==> config.mk <==
export PLATFORM = sky130hd
export DESIGN_NAME = stickyFlagAlu
export DESIGN_NICKNAME = d
export VERILOG_FILES = /design/src/rtl/stickyAluPkg.sv /design/src/rtl/aluControl.sv /design/src/rtl/aluDatapath.sv /design/src/rtl/condCheck.sv /design/src/rtl/stickyFlagAlu.sv
export SDC_FILE = /design/constraint.sdc
export NUM_CORES = 1
export LEC_CHECK = 0
export BUFFER_PORTS_ARGS = -buffer_cell sky130_fd_sc_hd__buf_2
export CORE_AREA = 2 2 57 98
export DETAILED_ROUTE_END_ITERATION = 7
export DIE_AREA = 0 0 59 100
export GPL_ROUTABILITY_DRIVEN = 0
export PLACE_DENSITY = 0.7
export REMOVE_ABC_BUFFERS = 1
export SYNTH_ARGS = -nofsm -noshare
export SYNTH_HDL_FRONTEND = slang
export SYNTH_HIERARCHICAL = 1
export SYNTH_SLANG_ARGS = --single-unit
==> constraint.sdc <==
create_clock -name clk -period 7.9 [get_ports clk]
set_clock_uncertainty 0.05 [all_clocks]
set_input_delay 0.395 -clock clk [delete_from_list [all_inputs] [get_ports clk]]
set_output_delay 0.395 -clock clk [all_outputs]
set_load 0.01 [all_outputs]
==> src/rtl/stickyAluPkg.sv <==
package stickyAluPkg;
  localparam int DATA_W = 8;
  localparam int NIB_W  = DATA_W / 2;
  localparam int CODE_W = 3;
  localparam int GRP_W  = 2;
  localparam int FLAG_W = 5;
  localparam logic [NIB_W-1:0] NIB_MAX_DEC = NIB_W'(9);

  typedef enum logic [GRP_W-1:0] {
    GRP_MAIN = 2'd0,
    GRP_ACC  = 2'd1,
    GRP_INC  = 2'd2,
    GRP_DEC  = 2'd3
  } opGroup_e;

  typedef enum logic [CODE_W-1:0] {
    M_ADD = 3'd0, M_ADDC = 3'd1, M_SUB = 3'd2, M_SUBB = 3'd3,
    M_AND = 3'd4, M_XOR  = 3'd5, M_OR  = 3'd6, M_CMP  = 3'd7
  } mainOp_e;

  typedef enum logic [CODE_W-1:0] {
    A_ROTL = 3'd0, A_ROTR = 3'd1, A_ROTLC = 3'd2, A_ROTRC = 3'd3,
    A_DECADJ = 3'd4, A_INV = 3'd5, A_SETC = 3'd6, A_FLIPC = 3'd7
  } accOp_e;

  typedef struct packed {
    logic sign;
    logic zero;
    logic half;
    logic parity;
    logic carry;
  } flags_t;

  typedef struct packed {
    logic accWrite;
    logic regWrite;
    logic loadSzp;
    logic loadHalf;
    logic loadCarry;
  } aluCtrl_t;
endpackage

==> src/rtl/aluControl.sv <==
module aluControl
  import stickyAluPkg::*;
(
  input  logic              opValid,
  input  logic [GRP_W-1:0]  opGroup,
  input  logic [CODE_W-1:0] opCode,
  output aluCtrl_t          ctrl
);
  always_comb begin
    ctrl = '0;
    if (opValid) begin
      case (opGroup_e'(opGroup))
        GRP_MAIN: begin
          ctrl.loadSzp   = 1'b1;
          ctrl.loadHalf  = 1'b1;
          ctrl.loadCarry = 1'b1;
          ctrl.accWrite  = (mainOp_e'(opCode) != M_CMP);
        end
        GRP_ACC: begin
          case (accOp_e'(opCode))
            A_ROTL, A_ROTR, A_ROTLC, A_ROTRC: begin
              ctrl.accWrite  = 1'b1;
              ctrl.loadCarry = 1'b1;
            end
            A_DECADJ: begin
              ctrl.accWrite  = 1'b1;
              ctrl.loadSzp   = 1'b1;
              ctrl.loadHalf  = 1'b1;
              ctrl.loadCarry = 1'b1;
            end
            A_INV:           ctrl.accWrite  = 1'b1;
            A_SETC, A_FLIPC: ctrl.loadCarry = 1'b1;
            default:         ctrl = '0;
          endcase
        end
        GRP_INC, GRP_DEC: begin
          ctrl.regWrite = 1'b1;
          ctrl.loadSzp  = 1'b1;
          ctrl.loadHalf = 1'b1;
        end
        default: ctrl = '0;
      endcase
    end
  end
endmodule

==> src/rtl/aluDatapath.sv <==
module aluDatapath
  import stickyAluPkg::*;
(
  input  logic              clk,
  input  logic              rstN,
  input  aluCtrl_t          ctrl,
  input  logic [GRP_W-1:0]  opGroup,
  input  logic [CODE_W-1:0] opCode,
  input  logic [DATA_W-1:0] accIn,
  input  logic [DATA_W-1:0] operandIn,
  output logic [DATA_W-1:0] result,
  output flags_t            flagsQ
);
  // adder shared by add, add-with-carry, subtract, subtract-with-borrow, compare
  logic                isSub;
  logic                useCarry;
  logic                adderIn;
  logic [DATA_W-1:0]   addendB;
  logic [DATA_W:0]     addSum;
  logic [NIB_W:0]      addLow;
  logic                arithCarry;

  always_comb begin
    isSub    = (opCode == M_SUB) || (opCode == M_SUBB) || (opCode == M_CMP);
    useCarry = (opCode == M_ADDC) || (opCode == M_SUBB);
    adderIn  = isSub ? ~(useCarry & flagsQ.carry) : (useCarry & flagsQ.carry);
    addendB  = isSub ? ~operandIn : operandIn;
    addSum   = {1'b0, accIn} + {1'b0, addendB} + (DATA_W+1)'(adderIn);
    addLow   = {1'b0, accIn[NIB_W-1:0]} + {1'b0, addendB[NIB_W-1:0]} + (NIB_W+1)'(adderIn);
    arithCarry = isSub ? ~addSum[DATA_W] : addSum[DATA_W];
  end

  // decimal adjust, two correction steps
  logic              lowFix;
  logic              highFix;
  logic [DATA_W:0]   decMid;
  logic [DATA_W-1:0] decRes;

  always_comb begin
    lowFix  = (accIn[NIB_W-1:0] > NIB_MAX_DEC) || flagsQ.half;
    decMid  = {1'b0, accIn} + (lowFix ? (DATA_W+1)'(9'h006) : '0);
    highFix = (decMid[DATA_W-1:NIB_W] > NIB_MAX_DEC) || flagsQ.carry || decMid[DATA_W];
    decRes  = decMid[DATA_W-1:0] + (highFix ? DATA_W'(8'h60) : '0);
  end

  // result and candidate half/carry per operation
  logic nextHalf;
  logic nextCarry;

  always_comb begin
    result    = accIn;
    nextHalf  = flagsQ.half;
    nextCarry = flagsQ.carry;
    case (opGroup_e'(opGroup))
      GRP_MAIN: begin
        case (mainOp_e'(opCode))
          M_AND: begin result = accIn & operandIn; nextHalf = 1'b0; nextCarry = 1'b0; end
          M_XOR: begin result = accIn ^ operandIn; nextHalf = 1'b0; nextCarry = 1'b0; end
          M_OR:  begin result = accIn | operandIn; nextHalf = 1'b0; nextCarry = 1'b0; end
          default: begin
            result    = addSum[DATA_W-1:0];
            nextHalf  = addLow[NIB_W];
            nextCarry = arithCarry;
          end
        endcase
      end
      GRP_ACC: begin
        case (accOp_e'(opCode))
          A_ROTL:  begin result = {accIn[DATA_W-2:0], accIn[DATA_W-1]}; nextCarry = accIn[DATA_W-1]; end
          A_ROTR:  begin result = {accIn[0], accIn[DATA_W-1:1]};        nextCarry = accIn[0]; end
          A_ROTLC: begin result = {accIn[DATA_W-2:0], flagsQ.carry};    nextCarry = accIn[DATA_W-1]; end
          A_ROTRC: begin result = {flagsQ.carry, accIn[DATA_W-1:1]};    nextCarry = accIn[0]; end
          A_DECADJ: begin
            result    = decRes;
            nextHalf  = accIn[NIB_W-1:0] > NIB_MAX_DEC;
            nextCarry = highFix;
          end
          A_INV:   result = ~accIn;
          A_SETC:  nextCarry = 1'b1;
          A_FLIPC: nextCarry = ~flagsQ.carry;
          default: result = accIn;
        endcase
      end
      GRP_INC: begin
        result   = operandIn + DATA_W'(1);
        nextHalf = &operandIn[NIB_W-1:0];
      end
      GRP_DEC: begin
        result   = operandIn - DATA_W'(1);
        nextHalf = |operandIn[NIB_W-1:0];
      end
      default: result = accIn;
    endcase
  end

  // sticky flag register: each flag loads only under its strobe
  always_ff @(posedge clk or negedge rstN) begin
    if (!rstN) begin
      flagsQ <= '0;
    end else begin
      if (ctrl.loadSzp) begin
        flagsQ.sign   <= result[DATA_W-1];
        flagsQ.zero   <= (result == '0);
        flagsQ.parity <= ~^result;
      end
      if (ctrl.loadHalf)  flagsQ.half  <= nextHalf;
      if (ctrl.loadCarry) flagsQ.carry <= nextCarry;
    end
  end
endmodule

==> src/rtl/condCheck.sv <==
module condCheck
  import stickyAluPkg::*;
(
  input  flags_t            flags,
  input  logic [CODE_W-1:0] condCode,
  output logic              condMet
);
  logic [(1<<CODE_W)-1:0] condVec;

  always_comb begin
    // pairs: even code tests a flag clear, odd code tests it set,
    // except carry where the set test comes first
    condVec[0] = ~flags.zero;
    condVec[1] =  flags.zero;
    condVec[2] =  flags.carry;
    condVec[3] = ~flags.carry;
    condVec[4] = ~flags.parity;
    condVec[5] =  flags.parity;
    condVec[6] = ~flags.sign;
    condVec[7] =  flags.sign;
    condMet    = condVec[condCode];
  end
endmodule

==> src/rtl/stickyFlagAlu.sv <==
module stickyFlagAlu
  import stickyAluPkg::*;
(
  input  logic              clk,
  input  logic              rstN,
  input  logic              opValid,
  input  logic [GRP_W-1:0]  opGroup,
  input  logic [CODE_W-1:0] opCode,
  input  logic [DATA_W-1:0] accIn,
  input  logic [DATA_W-1:0] operandIn,
  input  logic [CODE_W-1:0] condCode,
  output logic [DATA_W-1:0] result,
  output logic              accWrite,
  output logic              regWrite,
  output logic [FLAG_W-1:0] flagsOut,
  output logic              condMet
);
  aluCtrl_t ctrl;
  flags_t   flagsQ;

  aluControl uCtrl (
    .opValid (opValid),
    .opGroup (opGroup),
    .opCode  (opCode),
    .ctrl    (ctrl)
  );

  aluDatapath uData (
    .clk       (clk),
    .rstN      (rstN),
    .ctrl      (ctrl),
    .opGroup   (opGroup),
    .opCode    (opCode),
    .accIn     (accIn),
    .operandIn (operandIn),
    .result    (result),
    .flagsQ    (flagsQ)
  );

  condCheck uCond (
    .flags    (flagsQ),
    .condCode (condCode),
    .condMet  (condMet)
  );

  assign accWrite = ctrl.accWrite;
  assign regWrite = ctrl.regWrite;
  assign flagsOut = flagsQ;
endmodule

==> results of run 1 <==
==> power by group <==
group,switching (W),internal (W),total (W)
registers,0.00000585,0.0000319,0.0000378
logic,0.000140,0.000110,0.000250
clock network,0.0000143,0.0000348,0.0000491
==> cells in the mapped netlist (all sizes together) (2+ instances only) <==
master	number
ha	36
nand2	33
o21ai	28
inv	27
xnor2	23
a21oi	20
nor2	20
buf	10
a211oi	9
clkbuf	9
mux2	9
mux2i	8
o211ai	8
nand3	7
nor3	7
nand2b	6
dfrtp	5
fa	5
nor2b	5
o21a	5
a31oi	4
or3	4
xor2	4
a21o	3
a221oi	3
a311oi	3
and2	3
o221ai	3
o22ai	3
or2	3
and3	2
o211a	2
o22a	2
o311ai	2
o31a	2
or4	2
==> repair_timing <==
action                                 CTS  global route
setup buffers                            0             0
hold buffers                             1             0
endpoints found under the hold margin    5             0
==> cells by family (layout without fill, tap and decap cells) <==
kind of cell	Yosys count	count (layout)	synth area share [%]
AOI/OAI and AO/OA	107	107	29.1
and+or+nand+nor	94	94	18.2
buffers and inverters	46	74	7.54
adders and majority gates	41	41	22.3
xor gates and xnor gates	27	27	9.57
muxes	18	18	8.25
DFF	5	5	5.06
==> critical path: stages <==
cell and delay [ns]:
buf_2 0.46, inv_1 0.38, o21ai_1 0.88, xnor2_1 0.19
fa_1 0.47, fa_1 0.45, nor2b_4 0.13, o21ai_0 0.07
nand2b_1 0.11, xnor2_1 0.08, a221o_1 0.38, o211a_1 0.14
ha_1 0.30, xnor2_1 0.18, xnor2_1 0.10, mux2_2 0.26
==> stage by stage <==
| stage | total power [W] | hold WS (ns) |
|---|---|---|
| 6_report | 0.000337 | 0.459 |
| 4_1_cts | 0.000334 | 0.453 |
| 5_1_grt | 0.000368 | 0.490 |
| 3_3_place_gp | 0.000280 | 0.164 |
| 3_5_place_dp | 0.000284 | 0.165 |
| 2_1_floorplan | 0.000204 | 0.0494 |
==> metal layers <==
layer / global-route usage (%) / wire length [um] / vias up
met3: 1.93 / 423 / 38
met2: 46.1 / 3750 / 129
met1: 30.7 / 2880 / 1257
met5: 0 / 0 / -
li1: - / - / 1286
met4: 15.9 / 437 / 0
==> path summary, 6_finish.rpt <==
path	from	end	slack, ns	cells past startpoint
max	opCode[2]	uData/flagsQ[1]$_DFFE_PN0P_	2.95	16
min reg2reg	uData/flagsQ[2]$_DFFE_PN0P_	uData/flagsQ[2]$_DFFE_PN0P_	0.46	2
min	rstN	uData/flagsQ[3]$_DFFE_PN0P_	0.46	2
max in group asynchronous	rstN	uData/flagsQ[1]$_DFFE_PN0P_	7.21	2
min in group clk	uData/flagsQ[2]$_DFFE_PN0P_	uData/flagsQ[2]$_DFFE_PN0P_	0.46	2
max reg2reg	uData/flagsQ[2]$_DFFE_PN0P_	uData/flagsQ[1]$_DFFE_PN0P_	3.24	17
==> layout make-up <==
class                      instances  area (um^2)  area share [%]
multi-input combinational        287         2160            79.4
timing repair buffer              43          220            8.10
inverter                          27          101            3.73
clock buffer                       4         45.0            1.66
sequential                         5          125            4.60
tap                               55         68.8            2.53
==> reports/summary.txt, run 1 <==
OUTCOME
--------------------------------------------------------------------------------------------------------
Status                                                                                      complete, no violations

LOGIC SYNTHESIS
--------------------------------------------------------------------------------------------------------
Mean Syn Cell Area                                                                             7.31 um^2
Top flip-flop cell by instance count after synthesis                                             dfrtp_1
Fraction of the yosys area taken by sequential cells                                               5.06%
Post-synthesis instance area                                                                   2470 um^2
Number of enable flip-flop cells after synthesis                                                       0
Cell accounting for the most synthesized area                                                       ha_1
Synthesized instance count                                                                           338
Top-area cell type share of the netlist area                                                       18.2%
Proportion of synthesized flip-flops having asynchronous set or reset                               100%
Count of yosys warnings during synthesis                                                               6
Post-synthesis register bit count                                                                      5
Number of different library cells in the post-synthesis netlist                                       55
Top cells by area, synth                                                                    ha_1 (18%), xnor2_1 (8.2%), o21ai_0 (5.7%)

SETUP PATH
--------------------------------------------------------------------------------------------------------
Worst endpoint data arrival time                                                                 5.01 ns
Sort of element at the end of the critical path                                                     flop
Category of the critical setup timing path                                                     in -> reg
Req. time, crit path                                                                             7.96 ns
Highest net fanout along the worst path                                                               32
Type of element launching the critical path                                                 primary input

ROUTE
--------------------------------------------------------------------------------------------------------
Detailed-router iteration count before antenna repair                                                  5
Routed Wire Length                                                                               7.49 mm
Post-detailed-route count of antenna-violating nets                                                    0
DRC Markers                                                                                            0
Detailed-route wire length per cell                                                              17.8 um
Drt via density                                                                                     6.44
DRC violation total after the first TritonRoute iteration                                            129
Total via count after detailed routing                                                              2710

CLOCK TREE
--------------------------------------------------------------------------------------------------------
Skew-Pair Late Insertion Delay                                                                   0.23 ns
Clock root cell                                                                                 clkbuf_8
TritonCTS Sinks                                                                                        5
Maximum number of buffers from clock root to sink                                                      2
TritonCTS clock tree                                                                               built
Post-CTS clock slew at the launch and capture registers of the worst setup and hold paths        0.04 ns
Count of H-tree levels built during CTS                                                                1
Post-cts gate resize count                                                                             0
Number of buffers inserted during clock tree synthesis                                                 3

LAYOUT
--------------------------------------------------------------------------------------------------------
Count of filler cells inserted in the layout                                                         506
Util after Layout                                                                                  52.6%
Commonest cells after routing, fill and taps aside                                          buf_2 (42), ha_1 (36), nand2_1 (33), inv_1 (27), o21ai_0 (27)
Largest registers in the final layout                                                       uData/flagsQ (5)
Largest register by flop count                                                              uData/flagsQ
Number of flip-flops under the largest register name                                                   5
Area Overhead vs Synth                                                                             10.1%
Net total in the final layout                                                                        435
Final std cell area, no fill                                                                   2720 um^2
Number of standard cells in the layout, taps in and fillers out                                      421
Most frequent standard cell in the layout excluding fill and tap cells                             buf_2
Number of antenna repair diodes                                                                        0
Layout cells sized above 1                                                                         16.4%

STA
--------------------------------------------------------------------------------------------------------
Maximum clock rate                                                                               202 MHz
Worst slew margin relative to its limit                                                            32.5%
Number of pins exceeding their max-slew limit in the final report                                      0
Final worst-path cycle share                                                                       62.7%
# setup viols final                                                                                    0
Crit path time final                                                                             4.95 ns
Number of endpoints with negative hold slack in the final report                                       0
Sum of negative setup slack                                                                         0 ns
Final Worst Setup Slack                                                                          2.95 ns
RSZ-0062 raised after global routing                                                               false
Slew at the pin closest to its max-slew limit                                                    1.01 ns

FLOORPLANNING
--------------------------------------------------------------------------------------------------------
Total die area                                                                                 5900 um^2
Y dimension of the die                                                                            100 um
Die W                                                                                              59 um
Rows                                                                                                  35
Area of the placeable core                                                                     5170 um^2
Initial Utilization                                                                                47.8%
Ports placed on the boundary                                                                          43

PWR
--------------------------------------------------------------------------------------------------------
Leakage power summed over all cells                                                              1.26 nW
Power density of the placed cells                                                            124 nW/um^2
Peak supply drop                                                                               0.0426 mV

MIN PATH
--------------------------------------------------------------------------------------------------------
Type of the most critical hold path                                                          in -> async

PLACEMENT
--------------------------------------------------------------------------------------------------------
HPWL after detailed placement                                                                    5.72 mm
Setup slack after placement                                                                      2.77 ns
Cell Area, Placed                                                                              2670 um^2
Cell Count Post-Placement                                                                            416
Port Buffers                                                                                          42

GLOBAL ROUTING
--------------------------------------------------------------------------------------------------------
Maximum number of pins on one net before global-route repair                                          47
Global-route wire length before repair                                                           12.3 mm
Global route overflow                                                                                  0
Initial antenna violation count                                                                        0
Global-route usage over all layers                                                                 26.6%
Vias in the first global route                                                                      2615

FLOW RUN
--------------------------------------------------------------------------------------------------------
Number of max-cap violations                                                                           0

Power figures use the tool's default switching activity.
==> run 2, diff against run 1 <==
PLACE_DENSITY = 0.73   (was 0.7)
clock period = 4.5 ns   (was 7.9 ns; I/O delays follow)
==> run 2 against run 1 <==
Clock power rose by 64%. Register-to-register slack got worse by 3.1 ns. Final cell count up 4.0%. Via count stayed put. Sequential cell count is the same. Largest cell class unchanged.
==> reports/summary.txt, run 2 (synthesized netlist as in run 1, its figures left out) <==
OUTCOME
--------------------------------------------------------------------------------------------------------
Status                                                                                      complete, no violations   unchanged

STA
--------------------------------------------------------------------------------------------------------
Number of pins exceeding their max-slew limit in the final report                                      0   unchanged
Slew at the pin closest to its max-slew limit                                                   0.489 ns   was 1.01 ns
RSZ-0062 raised after global routing                                                               false   unchanged
Maximum clock rate                                                                               232 MHz
# setup viols final                                                                                    0   unchanged
Worst slew margin relative to its limit                                                            67.0%   was 32.5%
Crit path time final                                                                             4.32 ns
Sum of negative setup slack                                                                         0 ns   unchanged
Number of endpoints with negative hold slack in the final report                                       0   unchanged
Final worst-path cycle share                                                                       95.9%

SETUP PATH
--------------------------------------------------------------------------------------------------------
Reg2reg end                                                                                 uData/flagsQ[1]$_DFFE_PN0P_   unchanged
Sort of element at the end of the critical path                                                     flop   unchanged
Reg2reg start                                                                               uData/flagsQ[2]$_DFFE_PN0P_   unchanged
Highest net fanout along the worst path                                                                3   was 32
Type of element launching the critical path                                                         flop   was primary input
Category of the critical setup timing path                                                    reg -> reg   was in -> reg
Count of cells along the worst register-to-register path                                              17   unchanged
Worst endpoint data arrival time                                                                 4.36 ns   was 5.01 ns
Internal reg-to-reg setup slack                                                                  0.18 ns   was 3.24 ns
Launch point of the worst path                                                              uData/flagsQ[2]$_DFFE_PN0P_   was opCode[2]
CP Capture Point                                                                            uData/flagsQ[1]$_DFFE_PN0P_   unchanged
Req. time, crit path                                                                             4.55 ns   was 7.96 ns

CLOCK TREE
--------------------------------------------------------------------------------------------------------
Count of H-tree levels built during CTS                                                                1   unchanged
Maximum number of buffers from clock root to sink                                                      2   unchanged
Number of buffers inserted during clock tree synthesis                                                 3   unchanged
Post-CTS clock slew at the launch and capture registers of the worst setup and hold paths        0.03 ns   was 0.04 ns
TritonCTS Sinks                                                                                        5   unchanged
TritonCTS clock tree                                                                               built   unchanged
Clock root cell                                                                                 clkbuf_8   unchanged
Skew-Pair Late Insertion Delay                                                                   0.22 ns   was 0.23 ns

LAYOUT
--------------------------------------------------------------------------------------------------------
Layout cells sized above 1                                                                         20.4%   was 16.4%
Largest register by flop count                                                              uData/flagsQ   unchanged
Net total in the final layout                                                                        452   was 435
Largest registers in the final layout                                                       uData/flagsQ (5)   unchanged
Number of standard cells in the layout, taps in and fillers out                                      438   was 421
Multi-input logic area                                                                         2170 um^2   was 2160 um^2
Number of antenna repair diodes                                                                        0   unchanged
Most frequent standard cell in the layout excluding fill and tap cells                             buf_2   unchanged
Number of flip-flops under the largest register name                                                   5   unchanged
Area Overhead vs Synth                                                                             15.5%   was 10.1%
Final std cell area, no fill                                                                   2860 um^2   was 2720 um^2
Commonest cells after routing, fill and taps aside                                          buf_2 (42), ha_1 (36), nand2_1 (33), inv_1 (27), o21ai_0 (27)   unchanged
Count of filler cells inserted in the layout                                                         529   was 506
Register cell area after layout                                                                 125 um^2   unchanged

ROUTE
--------------------------------------------------------------------------------------------------------
DRC Markers                                                                                            0   unchanged
Detailed-route wire length per cell                                                              17.2 um   was 17.8 um
DRC violation total after the first TritonRoute iteration                                            107   was 129
Drt via density                                                                                     6.19   was 6.44
Detailed-router iteration count before antenna repair                                                  4   was 5
Post-detailed-route count of antenna-violating nets                                                    0   unchanged
Routed Wire Length                                                                               7.55 mm   was 7.49 mm
Total via count after detailed routing                                                              2710   unchanged

GLOBAL ROUTING
--------------------------------------------------------------------------------------------------------
Global-route wire length before repair                                                           12.0 mm   was 12.3 mm
Global route overflow                                                                                  0   unchanged
Maximum number of pins on one net before global-route repair                                          36   was 47
Global-route usage over all layers                                                                 25.7%   was 26.6%
Initial antenna violation count                                                                        0   unchanged
Vias in the first global route                                                                      2630   was 2615

PWR
--------------------------------------------------------------------------------------------------------
Cell-internal power                                                                           0.000327 W   was 0.000177 W
Power density of the placed cells                                                            212 nW/um^2   was 124 nW/um^2
P_sw                                                                                          0.000279 W   was 0.000160 W
Logic pwr share                                                                                    75.6%   was 74.2%
Leakage power summed over all cells                                                              1.34 nW   was 1.26 nW
Peak supply drop                                                                               0.0832 mV   was 0.0426 mV
Proportion of power drawn by flip-flops and latches                                                11.1%   was 11.2%
Switching power as a share of total power                                                          46.1%   was 47.6%
Fraction of power consumed by the clock network                                                    13.3%   was 14.6%

PLACEMENT
--------------------------------------------------------------------------------------------------------
Cell Area, Placed                                                                              2790 um^2   was 2670 um^2
Port Buffers                                                                                          42   unchanged
HPWL after detailed placement                                                                    5.98 mm   was 5.72 mm
Cell Count Post-Placement                                                                            432   was 416

FLOORPLANNING
--------------------------------------------------------------------------------------------------------
Y dimension of the die                                                                            100 um   unchanged
Initial Utilization                                                                                47.8%   unchanged
Ports placed on the boundary                                                                          43   unchanged
Area of the placeable core                                                                     5170 um^2   unchanged
Rows                                                                                                  35   unchanged
Die W                                                                                              59 um   unchanged
Total die area                                                                                 5900 um^2   unchanged

FLOW RUN
--------------------------------------------------------------------------------------------------------
Number of max-cap violations                                                                           0   unchanged

MIN PATH
--------------------------------------------------------------------------------------------------------
Type of the most critical hold path                                                          in -> async   unchanged

run 2: changes by cell type in the layout (fill, tap and decap cells not counted):
cell      before  now
buf_4          0   17
o311ai_0       1    0
o311ai_2       0    1
run 2: area by class of cell:
type | count | area share, %
well taps | 55 | 2.41
multi-input cells | 287 | 75.9
clock buffers | 4 | 1.58
flip-flops and latches | 5 | 4.38
repair buffers | 60 | 12.2
inverters | 27 | 3.55
run 2: worst min-delay path by stage:
stage                     cells past startpoint                           to  slack [ns]  startpoint
final                                         2  uData/flagsQ[0]$_DFFE_PN0P_        0.31        rstN
after floorplan                               0  uData/flagsQ[0]$_DFFE_PN0P_       -0.12        rstN
after detailed placement                      1  uData/flagsQ[0]$_DFFE_PN0P_      -0.004        rstN
after CTS                                     2  uData/flagsQ[0]$_DFFE_PN0P_        0.30        rstN
after global placement                        1  uData/flagsQ[4]$_DFFE_PN0P_      -0.008        rstN
after global routing                          2  uData/flagsQ[2]$_DFFE_PN0P_        0.33        rstN
run 2: power groups by stage:
stage,clock network (W),registers [W],logic [W]
4_1_cts,0.0000823,0.0000677,0.000451
3_3_place_gp,0,0.0000670,0.000440
6_report,0.0000807,0.0000670,0.000459
3_5_place_dp,0,0.0000681,0.000448
5_1_grt,0.0000854,0.0000695,0.000501
2_1_floorplan,0,0.0000698,0.000288
run 2: routing by layer:
layer	part of all wire [%]	track usage (%)	vias to the layer above
li1	-	-	1316
met1	38	28.3	1273
met2	52	47.0	100
met3	5.2	2.06	21
met4	4.2	13.3	0
met5	0	0	-
run 2: critical path, stage by stage (launching register included):
cell and delay [ns]:
dfrtp_1 0.39, nand2b_1 0.17, ha_1 0.23, fa_1 0.38
and3_1 0.22, o311ai_2 0.24, o311ai_1 0.18, ha_1 0.23
fa_1 0.43, mux2i_1 0.14, o22a_1 0.15, o221ai_1 0.13
a221oi_2 0.31, a21o_1 0.14, ha_1 0.24, xnor2_1 0.20
xnor2_1 0.09, mux2_2 0.27
run 2: metrics by stage:
step | power, W | utilization (%) | worst slack, ns | hold WS [ns]
2_1_floorplan | 0.000358 | - | 0.250 | -0.121
4_1_cts | 0.000601 | 55.0 | 0.110 | 0.298
3_3_place_gp | 0.000507 | 53.9 | 0.0510 | -0.00842
3_5_place_dp | 0.000516 | 53.9 | -0.0473 | -0.00433
6_report | 0.000606 | 55.3 | 0.184 | 0.308
5_1_grt | 0.000656 | 55.3 | 0.00496 | 0.330
run 2: what timing repair did:
item                                   4_1_cts  5_1_grt
setup endpoints to repair                    0        1
setup buffers                                0        1
resized for setup                            0        2
hold buffers                                 1        0
endpoints found under the hold margin        5        0
==> run 3, diff against run 2 <==
CORE_AREA = 2 2 67 117   (was 2 2 57 98)
DIE_AREA = 0 0 69 119   (was 0 0 59 100)
PLACE_DENSITY = default   (was 0.73)
==> run 3 against run 2 <==
Critical path depth rose by 2. Critical path type is now in -> reg. Clock power rose by 83%. Combinational power rose by 3%. Power rose by 13%. Via count barely moved. Cell area rose by 2.9%. Final cell count rose by 7.5%. Fmax fell by 2.3%. Register-to-register slack got worse by 0.08 ns. Worst setup slack got worse by 0.10 ns.
==> reports/summary.txt, run 3 (synthesized netlist as in run 1, its figures left out) <==
STA
--------------------------------------------------------------------------------------------------------
Number of endpoints with negative hold slack in the final report                                       0   unchanged
Final Worst Setup Slack                                                                        0.0809 ns   was 0.184 ns
Sum of negative setup slack                                                                         0 ns   unchanged
Final-layout worst hold slack                                                                   0.300 ns   was 0.308 ns
# setup viols final                                                                                    0   unchanged
Maximum clock rate                                                                               226 MHz   was 232 MHz
Slew at the pin closest to its max-slew limit                                                   0.461 ns   was 0.489 ns
RSZ-0062 raised after global routing                                                               false   unchanged
Final worst-path cycle share                                                                       98.2%   was 95.9%
Number of pins exceeding their max-slew limit in the final report                                      0   unchanged
Worst slew margin relative to its limit                                                            69.1%   was 67.0%
Crit path time final                                                                             4.42 ns   was 4.32 ns

LAYOUT
--------------------------------------------------------------------------------------------------------
Largest registers in the final layout                                                       uData/flagsQ (5)   unchanged
Number of flip-flops under the largest register name                                                   5   unchanged
Area Overhead vs Synth                                                                             18.9%   was 15.5%
Layout cells sized above 1                                                                         21.1%   was 20.4%
Largest register by flop count                                                              uData/flagsQ   unchanged
Most frequent standard cell in the layout excluding fill and tap cells                             buf_2   unchanged
Commonest cells after routing, fill and taps aside                                          buf_2 (42), ha_1 (34), nand2_1 (33), inv_1 (27), o21ai_0 (27)   was buf_2 (42), ha_1 (36), nand2_1 (33), inv_1 (27), o21ai_0 (27)
Number of antenna repair diodes                                                                        0   unchanged
Net total in the final layout                                                                        452   unchanged
Util after Layout                                                                                  39.9%   was 55.3%

PWR
--------------------------------------------------------------------------------------------------------
Proportion of power drawn by flip-flops and latches                                                 9.8%   was 11.1%
Power density of the placed cells                                                            234 nW/um^2   was 212 nW/um^2
Peak supply drop                                                                               0.0886 mV   was 0.0832 mV
Cell-internal power                                                                           0.000389 W   was 0.000327 W
Post-layout total power                                                                       0.000688 W   was 0.000606 W
Switching power as a share of total power                                                          43.5%   was 46.1%
P_sw                                                                                          0.000299 W   was 0.000279 W
Leakage power summed over all cells                                                              1.36 nW   was 1.34 nW
Fraction of power consumed by the clock network                                                    21.6%   was 13.3%
Logic pwr share                                                                                    68.7%   was 75.6%

OUTCOME
--------------------------------------------------------------------------------------------------------
Status                                                                                      complete, no violations   unchanged

SETUP PATH
--------------------------------------------------------------------------------------------------------
List of cells traversed by the critical path                                                buf_2 -> o21ai_0 -> nand2b_1 -> ha_2 -> fa_2 -> and3_1 -> o311ai_1 -> o311ai_1 -> ha_2 -> fa_1 -> mux2i_1 -> o22a_1 -> o221ai_1 -> a221oi_2 -> a21o_1 -> ha_1 -> xnor2_2 -> xnor2_1 -> mux2_2   was nand2b_1 -> ha_1 -> fa_1 -> and3_1 -> o311ai_2 -> o311ai_1 -> ha_1 -> fa_1 -> mux2i_1 -> o22a_1 -> o221ai_1 -> a221oi_2 -> a21o_1 -> ha_1 -> xnor2_1 -> xnor2_1 -> mux2_2
Sort of element at the end of the critical path                                                     flop   unchanged
Slowest cell on crit path                                                                           fa_1   unchanged
Req. time, crit path                                                                             4.56 ns   was 4.55 ns
Highest net fanout along the worst path                                                                3   unchanged
Type of element launching the critical path                                                 primary input   was flop
Count of buffering cells on the critical path with inverters included                                  1   was 0
Maximum cell stage delay along the critical path                                                 0.44 ns   was 0.43 ns
Worst endpoint data arrival time                                                                 4.48 ns   was 4.36 ns
Category of the critical setup timing path                                                     in -> reg   was reg -> reg
Largest delay contributor family on the critical path                                       compound AO/OA/AOI/OAI gates   was adder cells

ROUTE
--------------------------------------------------------------------------------------------------------
Routed Wire Length                                                                               8.41 mm   was 7.55 mm
DRC Markers                                                                                            0   unchanged
Drt via density                                                                                     5.75   was 6.19
Detailed-router iteration count before antenna repair                                                  4   unchanged
Post-detailed-route count of antenna-violating nets                                                    0   unchanged
Detailed-route wire length per cell                                                              17.9 um   was 17.2 um
DRC violation total after the first TritonRoute iteration                                            203   was 107
Total via count after detailed routing                                                              2709   was 2710

CLOCK TREE
--------------------------------------------------------------------------------------------------------
Post-CTS clock slew at the launch and capture registers of the worst setup and hold paths        0.03 ns   about the same
Clock root cell                                                                                clkbuf_16   was clkbuf_8
TritonCTS clock tree                                                                               built   unchanged
Maximum number of buffers from clock root to sink                                                      2   unchanged
TritonCTS Sinks                                                                                        5   unchanged
Number of buffers inserted during clock tree synthesis                                                 3   unchanged
Number of post-CTS setup repair buffers                                                                0   unchanged
Skew-Pair Late Insertion Delay                                                                   0.23 ns   was 0.22 ns
Count of H-tree levels built during CTS                                                                1   unchanged

GLOBAL ROUTING
--------------------------------------------------------------------------------------------------------
Global route overflow                                                                                  0   unchanged
Global-route wire length before repair                                                           13.4 mm   was 12.0 mm
Vias in the first global route                                                                      2700   was 2630
Initial antenna violation count                                                                        0   unchanged
Global-route usage over all layers                                                                 20.1%   was 25.7%
Maximum number of pins on one net before global-route repair                                          35   was 36

PLACEMENT
--------------------------------------------------------------------------------------------------------
HPWL after detailed placement                                                                    6.66 mm   was 5.98 mm
Setup slack after placement                                                                    -0.138 ns   was -0.0473 ns
Port Buffers                                                                                          42   unchanged

MIN PATH
--------------------------------------------------------------------------------------------------------
Type of the most critical hold path                                                          in -> async   unchanged

FLOORPLANNING
--------------------------------------------------------------------------------------------------------
Y dimension of the die                                                                            119 um   was 100 um
Ports placed on the boundary                                                                          43   unchanged
Die W                                                                                              69 um   was 59 um
Total die area                                                                                 8210 um^2   was 5900 um^2
Rows                                                                                                  42   was 35
Area of the placeable core                                                                     7360 um^2   was 5170 um^2
Initial Utilization                                                                                33.6%   was 47.8%

FLOW RUN
--------------------------------------------------------------------------------------------------------
Number of max-cap violations                                                                           0   unchanged

run 3: timing repair:
action | CTS | global route
endpoints found under the hold margin | 5 | 0
hold buffers | 1 | 0
endpoints found under the setup margin | 0 | 1
gates resized for setup | 0 | 5
run 3: path summary, 6_finish.rpt:
kind / start / end / slack [ns] / depth (start not counted)
max in group asynchronous: rstN / uData/flagsQ[0]$_DFFE_PN0P_ / 3.97 / 2
min in group clk: opValid / uData/flagsQ[3]$_DFFE_PN0P_ / 0.40 / 3
worst min-delay path: rstN / uData/flagsQ[1]$_DFFE_PN0P_ / 0.30 / 2
worst min register to register: uData/flagsQ[2]$_DFFE_PN0P_ / uData/flagsQ[2]$_DFFE_PN0P_ / 0.47 / 2
worst max-delay path: accIn[2] / uData/flagsQ[1]$_DFFE_PN0P_ / 0.08 / 19
worst max register to register: uData/flagsQ[2]$_DFFE_PN0P_ / uData/flagsQ[1]$_DFFE_PN0P_ / 0.10 / 17
run 3: layout make-up:
type / instances / area, um^2
clock buffers: 4 / 78.8
fillers: 798 / 4420
inverters: 27 / 101
multi-input cells: 287 / 2170
flip-flops and latches: 5 / 125
well taps: 88 / 110
repair buffers: 60 / 348
run 3: power groups by stage:
| stage | logic, W | registers [W] | clock network (W) |
|---|---|---|---|
| floorplan | 0.000288 | 0.0000698 | 0 |
| global placement | 0.000449 | 0.0000668 | 0 |
| detailed placement | 0.000458 | 0.0000677 | 0 |
| CTS | 0.000461 | 0.0000674 | 0.000150 |
| global route | 0.000517 | 0.0000690 | 0.000153 |
| finish | 0.000473 | 0.0000671 | 0.000148 |
run 3: per-stage QoR:
step                instance area [um^2]  cells
finish                              2940    471
CTS                                 2920    471
floorplan                           2390    319
detailed placement                  2830    466
global route                        2940    471
global placement                    2830    466
run 3: per-layer routing:
metal	wire length, um	track usage, %	vias to the layer above
met5	0	0	-
li1	-	-	1317
met2	4430	38.1	100
met1	3100	20.5	1257
met4	511	12.3	0
met3	366	2.37	35
